## src/rtl/gpio_ovr_pkg.sv

```systemverilog
package gpio_ovr_pkg;
  // pins of the port that carry peripheral overrides
  localparam int OVR_PINS = 4;
  localparam int PIN_CLKO = 0;
  localparam int PIN_CMP0 = 1;   // first compare pin, compare j sits on PIN_CMP0 + j
  localparam int CMP_CNT  = 3;
  localparam int PIN_SS   = 2;
  localparam int PIN_MOSI = 3;

  typedef struct packed {
    logic                dirLoad;
    logic                portLoad;
    logic [OVR_PINS-1:0] forceOe;   // pin driven regardless of direction bit
    logic [OVR_PINS-1:0] forceIn;   // pin held as input regardless of direction bit
    logic [OVR_PINS-1:0] valOvrEn;  // output value taken from a peripheral
    logic [OVR_PINS-1:0] valOvr;
  } ovrStrobes_t;
endpackage

```

## src/rtl/gpio_ovr_sync.sv

```systemverilog
module gpio_ovr_sync #(
  parameter int WIDTH  = 8,
  parameter int STAGES = 2
) (
  input  logic             clk,
  input  logic             rstN,
  input  logic [WIDTH-1:0] din,
  output logic [WIDTH-1:0] dout
);
  logic [STAGES-1:0][WIDTH-1:0] stage;

  always_ff @(posedge clk or negedge rstN) begin
    if (!rstN) stage[0] <= '0;
    else       stage[0] <= din;
  end

  for (genvar s = 1; s < STAGES; s++) begin : g_chain
    always_ff @(posedge clk or negedge rstN) begin
      if (!rstN) stage[s] <= '0;
      else       stage[s] <= stage[s-1];
    end
  end

  assign dout = stage[STAGES-1];
endmodule

```

## src/rtl/gpio_ovr_ctrl.sv

```systemverilog
module gpio_ovr_ctrl
  import gpio_ovr_pkg::*;
(
  input  logic               dirWrEn,
  input  logic               portWrEn,
  input  logic               spiEn,
  input  logic               spiMaster,
  input  logic               spiMosiOut,
  input  logic [CMP_CNT-1:0] cmpEn,
  input  logic [CMP_CNT-1:0] cmpVal,
  input  logic               clkOutFuse,
  input  logic               clkDiv,
  input  logic               ssSync,
  input  logic               mosiSync,
  output ovrStrobes_t        strb,
  output logic               spiSlaveSel,
  output logic               spiMosiIn
);
  logic slaveMode, masterMode;
  assign slaveMode  = spiEn & ~spiMaster;
  assign masterMode = spiEn &  spiMaster;

  always_comb begin
    strb          = '0;
    strb.dirLoad  = dirWrEn;
    strb.portLoad = portWrEn;
    // lowest priority: timer compare values
    for (int j = 0; j < CMP_CNT; j++) begin
      strb.valOvrEn[PIN_CMP0 + j] = cmpEn[j];
      strb.valOvr[PIN_CMP0 + j]   = cmpVal[j];
    end
    // SPI master value wins over compare on the data pin
    if (masterMode) begin
      strb.valOvrEn[PIN_MOSI] = 1'b1;
      strb.valOvr[PIN_MOSI]   = spiMosiOut;
    end
    // SPI slave: data and select pins become inputs
    if (slaveMode) begin
      strb.forceIn[PIN_MOSI] = 1'b1;
      strb.forceIn[PIN_SS]   = 1'b1;
    end
    // clock output owns bit 0 entirely; independent of reset
    if (clkOutFuse) begin
      strb.forceOe[PIN_CLKO]  = 1'b1;
      strb.valOvrEn[PIN_CLKO] = 1'b1;
      strb.valOvr[PIN_CLKO]   = clkDiv;
    end
  end

  assign spiSlaveSel = slaveMode & ~ssSync;
  assign spiMosiIn   = mosiSync;
endmodule

```

## src/rtl/gpio_ovr_data.sv

```systemverilog
module gpio_ovr_data
  import gpio_ovr_pkg::*;
#(
  parameter int WIDTH       = 8,
  parameter int SYNC_STAGES = 2
) (
  input  logic             clk,
  input  logic             rstN,
  input  ovrStrobes_t      strb,
  input  logic [WIDTH-1:0] dirWrData,
  input  logic [WIDTH-1:0] portWrData,
  input  logic [WIDTH-1:0] padIn,
  output logic [WIDTH-1:0] padOe,
  output logic [WIDTH-1:0] padOut,
  output logic [WIDTH-1:0] padPullUp,
  output logic [WIDTH-1:0] pinRead
);
  logic [WIDTH-1:0] dirReg, portReg;

  always_ff @(posedge clk or negedge rstN) begin
    if (!rstN) begin
      dirReg  <= '0;
      portReg <= '0;
    end else begin
      if (strb.dirLoad)  dirReg  <= dirWrData;
      if (strb.portLoad) portReg <= portWrData;
    end
  end

  for (genvar i = 0; i < WIDTH; i++) begin : g_pin
    if (i < OVR_PINS) begin : g_ovr
      assign padOe[i]  = strb.forceOe[i] | (dirReg[i] & ~strb.forceIn[i]);
      assign padOut[i] = strb.valOvrEn[i] ? strb.valOvr[i] : portReg[i];

      // a forced input keeps its pull-up under software control
      p_forced_pullup_r7: assert property (@(posedge clk) disable iff (!rstN)
        strb.forceIn[i] |-> padPullUp[i] == portReg[i]);
    end else begin : g_plain
      assign padOe[i]  = dirReg[i];
      assign padOut[i] = portReg[i];
    end
  end

  assign padPullUp = portReg & ~padOe;

  gpio_ovr_sync #(.WIDTH(WIDTH), .STAGES(SYNC_STAGES)) i_sync (
    .clk (clk),
    .rstN(rstN),
    .din (padIn),
    .dout(pinRead)
  );

  p_dir_load_r2: assert property (@(posedge clk) disable iff (!rstN)
    strb.dirLoad |=> dirReg == $past(dirWrData));

  p_port_load_r3: assert property (@(posedge clk) disable iff (!rstN)
    strb.portLoad |=> portReg == $past(portWrData));

  // compare pins never gain an output enable on their own
  p_cmp_dir_r9: assert property (@(posedge clk) disable iff (!rstN)
    padOe[PIN_CMP0] == dirReg[PIN_CMP0]);
endmodule

```

## src/rtl/gpio_ovr_port.sv

```systemverilog
module gpio_ovr_port
  import gpio_ovr_pkg::*;
#(
  parameter int WIDTH       = 8,   // must be at least OVR_PINS
  parameter int SYNC_STAGES = 2
) (
  input  logic               clk,
  input  logic               rstN,
  input  logic               dirWrEn,
  input  logic [WIDTH-1:0]   dirWrData,
  input  logic               portWrEn,
  input  logic [WIDTH-1:0]   portWrData,
  input  logic               spiEn,
  input  logic               spiMaster,
  input  logic               spiMosiOut,
  input  logic [CMP_CNT-1:0] cmpEn,
  input  logic [CMP_CNT-1:0] cmpVal,
  input  logic               clkOutFuse,
  input  logic               clkDiv,
  input  logic [WIDTH-1:0]   padIn,
  output logic [WIDTH-1:0]   padOe,
  output logic [WIDTH-1:0]   padOut,
  output logic [WIDTH-1:0]   padPullUp,
  output logic [WIDTH-1:0]   pinRead,
  output logic               spiMosiIn,
  output logic               spiSlaveSel
);
  ovrStrobes_t strb;

  gpio_ovr_ctrl i_ctrl (
    .dirWrEn    (dirWrEn),
    .portWrEn   (portWrEn),
    .spiEn      (spiEn),
    .spiMaster  (spiMaster),
    .spiMosiOut (spiMosiOut),
    .cmpEn      (cmpEn),
    .cmpVal     (cmpVal),
    .clkOutFuse (clkOutFuse),
    .clkDiv     (clkDiv),
    .ssSync     (pinRead[PIN_SS]),
    .mosiSync   (pinRead[PIN_MOSI]),
    .strb       (strb),
    .spiSlaveSel(spiSlaveSel),
    .spiMosiIn  (spiMosiIn)
  );

  gpio_ovr_data #(.WIDTH(WIDTH), .SYNC_STAGES(SYNC_STAGES)) i_data (
    .clk       (clk),
    .rstN      (rstN),
    .strb      (strb),
    .dirWrData (dirWrData),
    .portWrData(portWrData),
    .padIn     (padIn),
    .padOe     (padOe),
    .padOut    (padOut),
    .padPullUp (padPullUp),
    .pinRead   (pinRead)
  );

  p_slave_forces_in_r5: assert property (@(posedge clk) disable iff (!rstN)
    (spiEn && !spiMaster) |-> (padOe[PIN_MOSI] == 1'b0 && padOe[PIN_SS] == 1'b0));

  p_master_value_r6: assert property (@(posedge clk) disable iff (!rstN)
    (spiEn && spiMaster) |-> padOut[PIN_MOSI] == spiMosiOut);

  p_pullup_off_r8: assert property (@(posedge clk) disable iff (!rstN)
    (padOe & padPullUp) == '0);

  // holds in and out of reset, so it is not gated by rstN
  always_comb begin
    if (clkOutFuse) begin
      p_clock_out_r10: assert (padOe[PIN_CLKO] && padOut[PIN_CLKO] == clkDiv
                               && !padPullUp[PIN_CLKO]);
    end
  end
endmodule

```

## config.mk

```make
export PLATFORM = sky130hd
export DESIGN_NAME = gpio_ovr_port
export DESIGN_NICKNAME = d
export VERILOG_FILES = /design/src/rtl/gpio_ovr_pkg.sv /design/src/rtl/gpio_ovr_sync.sv /design/src/rtl/gpio_ovr_ctrl.sv /design/src/rtl/gpio_ovr_data.sv /design/src/rtl/gpio_ovr_port.sv
export SDC_FILE = /design/constraint.sdc
export NUM_CORES = 1
export LEC_CHECK = 0
export CORE_UTILIZATION = 37
export DETAILED_ROUTE_END_ITERATION = 8
export PLACE_DENSITY_LB_ADDON = 0.15
export SLEW_MARGIN = 20
export SYNTH_ARGS = -nofsm -noshare
export SYNTH_HDL_FRONTEND = slang
export SYNTH_SLANG_ARGS = --single-unit
```

## constraint.sdc

```tcl
create_clock -name clk -period 1.2 [get_ports clk]
set_input_delay 0.24 -clock clk [delete_from_list [all_inputs] [get_ports clk]]
set_output_delay 0.24 -clock clk [all_outputs]
set_load 0.05 [all_outputs]
```

==> out/results.tsv, run 1 <==
metric	value	unit
status	finished with violations	
violations	setup timing	
required	0.96	ns
finalMaxSlewViolations	0	
diodes	0	
top_level_ports	73	
grt_pass1_vias	1038	
nFillCells	182	
synthAdderAreaFrac	0	%
relSlewSlack	87.0	%
tritoncts	done	
pre_cts_ws	-0.504	ns
critPathArrivalTime	1.41	ns
p_clk_share	24.1	%
drt_iter0_drc	13	
core	3150	um2
fin_skew	0.00442	ns
die_h	60.4	um
synth_seq_cells	32	
gp_congestion	0.644	
finalPower	3.25	mW
worst-setup-path-type	flip-flop to output pin	
layout_common_cells	buf_12, clkdlybuf4s50_1, dfrtp_1	
drcViolationCount	0	
hpwl	2.20	mm
grt_first_pass_wirelength	4.85	mm
clockBufferDepth	2	
yosysSeqAreaShare	63.6	%
overflow	0	
nets	208	
power_frac_comb	38.2	%
worstSetupEndpointType	output pin	
cp_num_buf_inv	1	
rsz0062_at_grt	true	
cts_sinks	32	
clk_pin_slew	0.09	ns
clkLatencyLatePin	0.32	ns
grt_antenna_before_repair	0	
io_buffers	72	
p_int	2.27	mW
num_rows	20	
synth.avg_cell_area	14.2	um2
viasPerCell	4.39	
setup_tns	-2.95	ns
routed_wl	3.31	mm
p_switching	0.981	mW
tightest_slew	0.192	ns
netlist_instances	89	
cp_cell_sequence	mux2_4, mux2_4, buf_8	
crit_path_start_kind	flip-flop	
yosys.area_share.simple	5.96	%
setup_violations	26	
leakagePower	1.17	nW
max_cap_viol_count	0	
syn_area	1260	um2
fin_crit_sh	137	%
htree_levels	2	
path_max_fanout	2	
fmaxAchievable	0.607	GHz
r2r_slack	0.15	ns
via_count	939	
seqPwrFrac	37.7	%
ir_drop	0.771	mV
grt_use_total	20.0	%
slowest_delay	0.39	ns
pwr_density_cell	1250	nW/um2
synth_top_family_by_area	multiplexers	
period_minus_slack	1.65	ns
synth-xor-area-share	0	%
drive_gt1_share	57.1	%
dieArea	3640	um2
hold_path_class	primary input to async pin	
root_buffer	clkbuf_4	
numCtsBuffers	5	
syn_to_final_growth	107	%
crit_top_cell	mux2_4	
syn_nets	128	
muxShareOfSynthArea	17.3	%
antenna_left	0	
critPathTopFamily	multiplexers	
synth_compound_area_share	1.99	%
ys_types	15	
p_sw_share	30.2	%
post-route-util	82.7	%
yosysWarnings	0	
drtPass1Iterations	4	
initial_core_util	40.0	%
grt_max_degree	33	
crit_path_top_delay_cell	dfrtp_1	
die_w	60.4	um
finalHoldViolCount	0	
mostFrequentLayoutCell	buf_12	
layout_setup_ws	-0.446	ns
wl_per_cell	15.4	um
final cells by class:
class | instances | area (um2) | area share (%)
sequential | 32 | 802 | 30.7
clock buffer | 6 | 41.3 | 1.58
clock inverter | 2 | 35.0 | 1.34
multi-input combinational | 37 | 413 | 15.8
tap | 44 | 55.1 | 2.11
timing repair buffer | 92 | 1260 | 48.2
inverter | 1 | 3.75 | 0.144
power by group through the flow:
stage / sequential [mW] / clock [mW] / combinational (mW)
5_1_grt: 1.24 / 0.868 / 1.29
3_3_place_gp: 1.25 / 0 / 1.06
2_1_floorplan: 1.22 / 0 / 0.550
4_1_cts: 1.22 / 0.817 / 1.23
6_report: 1.23 / 0.784 / 1.24
3_5_place_dp: 1.25 / 0 / 1.07
synthesized netlist by cell type:
| master | count | share of area, % |
|---|---|---|
| buf_4 | 17 | 10 |
| nor2b_1 | 5 | 2.5 |
| buf_2 | 2 | 0.79 |
| nand2b_1 | 1 | 0.50 |
| inv_1 | 1 | 0.30 |
| o21ai_0 | 2 | 0.79 |
| mux2_4 | 1 | 1.2 |
| and2_1 | 2 | 0.99 |
| nor2_1 | 2 | 0.60 |
| mux2_1 | 1 | 0.89 |
| a21boi_0 | 2 | 1.2 |
| dfrtp_1 | 32 | 64 |
| or2_2 | 1 | 0.50 |
| mux2_2 | 17 | 15 |
| nand2_1 | 3 | 0.89 |
state kept, by name, indices dropped and copies added, names as in the netlist:
register and flops:
i_data.dirReg 8, i_data.i_sync.dout 8, i_data.i_sync.stage 8, i_data.portReg 8
per-layer routing:
layer  vias up  GRT usage [%]  part of all wire (%)  routed length (um)
met2        45           35.0                    56                1840
met5         -              0                     0                   0
li1        433              -                     -                   -
met4         0           8.97                  0.73                  24
met1       459           20.1                    36                1190
met3         2           9.59                   7.6                 251
final timing paths:
path                       cells past startpoint                endpoint                   start
setup / recovery                               3               padOut[3]       i_data.portReg[3]
setup reg to reg                               3        i_data.dirReg[5]        i_data.dirReg[5]
hold / removal                                 2  i_data.i_sync.stage[4]                    rstN
max in group asynchronous                      2   i_data.i_sync.dout[3]                    rstN
hold reg to reg                                0   i_data.i_sync.dout[7]  i_data.i_sync.stage[7]
min in group clk                               1  i_data.i_sync.stage[7]                padIn[7]
through the flow:
step           std cells  hold slack, ns  cell area [um2]
2_1_floorplan         89         -0.0556             1290
3_3_place_gp         192           0.332             2300
3_5_place_dp         192           0.336             2300
4_1_cts              213           0.248             2580
5_1_grt              214           0.237             2610
6_report             214           0.266             2610
kinds of logic (layout without fill, tap and decap cells):
kind of cell / after synthesis / after routing
AO/OA/AOI/OAI: 4 / 4
buffers and inverters: 20 / 101
multiplexers: 19 / 19
flip-flops: 32 / 32
AND/OR/NAND/NOR: 14 / 14
timing repair:
item | 4_1_cts | 5_1_grt
resized for setup | 36 | 4
setup buffers | 13 | 2
hold endpoints to repair | 0 | 0
endpoints found under the setup margin | 22 | 28
cloned | 0 | 0
hold buffers | 0 | 0
pin swaps | 4 | 1
No activity file was read; power rests on OpenSTA's default activity.
==> inputs of run 2 (changes only) <==
- CELL_PAD_IN_SITES_DETAIL_PLACEMENT: default -> 0
- CELL_PAD_IN_SITES_GLOBAL_PLACEMENT: default -> 2
- CORE_UTILIZATION: 37 -> 22
- PLACE_DENSITY_LB_ADDON: 0.15 -> 0.1
==> run 2 against run 1 <==
Utilization fell by 35 points. Largest power group is now sequential cells. The run still ends with setup timing left. Clock-buffer cell count stayed put. Sequential power about the same. Combinational power shrank 3%. Via count shrank 2.8%. Largest cell class unchanged. First-iteration DRC count grew 62%. Worst setup slack improved by 0.062 ns. Cell area rose by 1.6%.
==> out/results.tsv, run 2 (synthesized netlist as in run 1, its figures left out) <==
metric	value	unit	change
leakagePower	1.17	nW	about the same
tightest_slew	0.184	ns	-0.00830 ns
wl_met1	1.07	mm	-10%
rsz0062_at_grt	true		
gp_congestion	0.681		+5.6%
wl_per_cell	12.5	um	-19%
reg2reg_to	i_data.portReg[5]		
drcViolationCount	0		unchanged
num_rows	27		+35%
root_buffer	clkbuf_8		
worst-setup-path-type	flip-flop to output pin		
r2r_slack	0.20	ns	+0.05 ns
die_w	77.7	um	+29%
io_buffers	72		unchanged
stdcell_area	2650	um2	+1.6%
p_sw_share	29.0	%	-1.1 points
ctsHoldBuffers	0		unchanged
die_h	77.7	um	+29%
grt_use_total	11.1	%	-8.9 points
r2r_start	i_data.portReg[5]		
initial_core_util	22.9	%	-17 points
htree_levels	2		unchanged
nFillCells	495		+170%
finalHoldViolCount	0		unchanged
layout_setup_ws	-0.384	ns	+0.0620 ns
top_level_ports	73		unchanged
dieArea	6030	um2	+66%
mostFrequentLayoutCell	buf_12		
required	0.96	ns	about the same
place_area	2340	um2	+1.5%
rr_worst_depth	3		unchanged
violations	setup timing		
wl_met2	1.61	mm	-12%
numCtsBuffers	5		unchanged
grt_max_degree	33		unchanged
pwr_density_cell	1300	nW/um2	+4.0%
drtPass1Iterations	2		-2
finalMaxSlewViolations	0		unchanged
power_frac_comb	35.0	%	-3.2 points
grt_pass1_vias	1040		+0.19%
layout_common_cells	buf_12, clkdlybuf4s50_1, dfrtp_1		
drive_gt1_share	57.6	%	+0.52 points
clkLatencyLatePin	0.28	ns	-0.04 ns
antenna_left	0		unchanged
relSlewSlack	87.7	%	+0.69 points
grt_first_pass_wirelength	4.97	mm	+2.4%
p_switching	0.998	mW	+1.7%
cts_sinks	32		unchanged
syn_to_final_growth	110	%	
seqPwrFrac	36.0	%	-1.7 points
final-instance-count-excl-fill	237		+11%
fin_crit_sh	132	%	-5.2 points
drt_iter0_drc	21		+8
period_minus_slack	1.58	ns	-0.0620 ns
highest_layer	met4		
clockBufferDepth	2		unchanged
via_count	913		-2.8%
overflow	0		unchanged
routed_wl	2.97	mm	-10%
hpwl	2.15	mm	-2.5%
dp.cells	220		+15%
status	finished with violations		
crit_path_start_kind	flip-flop		
p_int	2.44	mW	+7.4%
clk_pin_slew	0.07	ns	-0.02 ns
fin_hold_ws	0.325	ns	+0.0586 ns
fin_skew	0.00259	ns	-0.00183 ns
core	5510	um2	+75%
diodes	0		unchanged
worstSetupEndpointType	output pin		
setup_violations	18		-31%
path_max_fanout	2		unchanged
viasPerCell	3.85		-12%
critPathArrivalTime	1.34	ns	-0.07 ns
grt_antenna_before_repair	0		unchanged
fmaxAchievable	0.631	GHz	+3.9%
ir_drop	0.704	mV	-8.7%
nets	203		-2.4%
p_clk_share	28.9	%	+4.8 points
hold_path_class	primary input to async pin		
tritoncts	done		
wl_met3	244	um	-2.8%
max_cap_viol_count	0		unchanged
## run 2: power groups by stage
stage	combinational, mW	sequential, mW	clock (mW)
global placement	1.06	1.25	0
CTS	1.17	1.23	1.05
floorplan	0.550	1.22	0
global route	1.26	1.25	1.12
detailed placement	1.07	1.25	0
finish	1.20	1.24	0.995
## run 2: per-layer routing
| layer | up-vias | track usage [%] |
|---|---|---|
| li1 | 421 | - |
| met1 | 443 | 11.8 |
| met2 | 44 | 18.8 |
| met3 | 5 | 5.18 |
| met4 | 0 | 5.09 |
| met5 | - | 0 |
## run 2: how the worst max path moves through the flow
stage,start,slack [ns],to,depth (start not counted)
floorplan,spiMaster,-0.23,padPullUp[2],2
global placement,cmpEn[2],-0.49,padOut[3],4
detailed placement,cmpEn[2],-0.51,padOut[3],4
CTS,i_data.portReg[3],-0.40,padOut[3],3
global route,i_data.portReg[3],-0.44,padOut[3],3
finish,i_data.portReg[3],-0.38,padOut[3],3
## run 2: worst max-delay path, cell delays in order (launching register included)
cell and delay (ns):
dfrtp_1 0.38, mux2_4 0.27, mux2_4 0.27, buf_8 0.15
## run 2: repair_timing
item	4_1_cts	5_1_grt
pin swaps	5	3
buffers inserted	6	3
gates resized for setup	27	13
endpoints found under the setup margin	16	22
## run 2: metrics by stage
stage	util [%]	setup TNS [ns]	total power, mW	setup WS (ns)
floorplan	-	-0.587	1.77	-0.235
global placement	42.4	-4.99	2.32	-0.489
detailed placement	42.4	-5.15	2.33	-0.505
CTS	46.7	-2.63	3.45	-0.397
global route	48.1	-2.66	3.62	-0.440
finish	48.1	-1.57	3.44	-0.384
## run 2: layout make-up
type,instances,area [um2],area share (%)
Sequential cell,32,806,30.4
Inverter,1,3.75,0.142
Multi-Input combinational cell,37,428,16.1
Clock buffer,6,72.6,2.74
Clock inverter,2,35.0,1.32
Timing Repair Buffer,87,1210,45.8
Tap cell,72,90.1,3.40
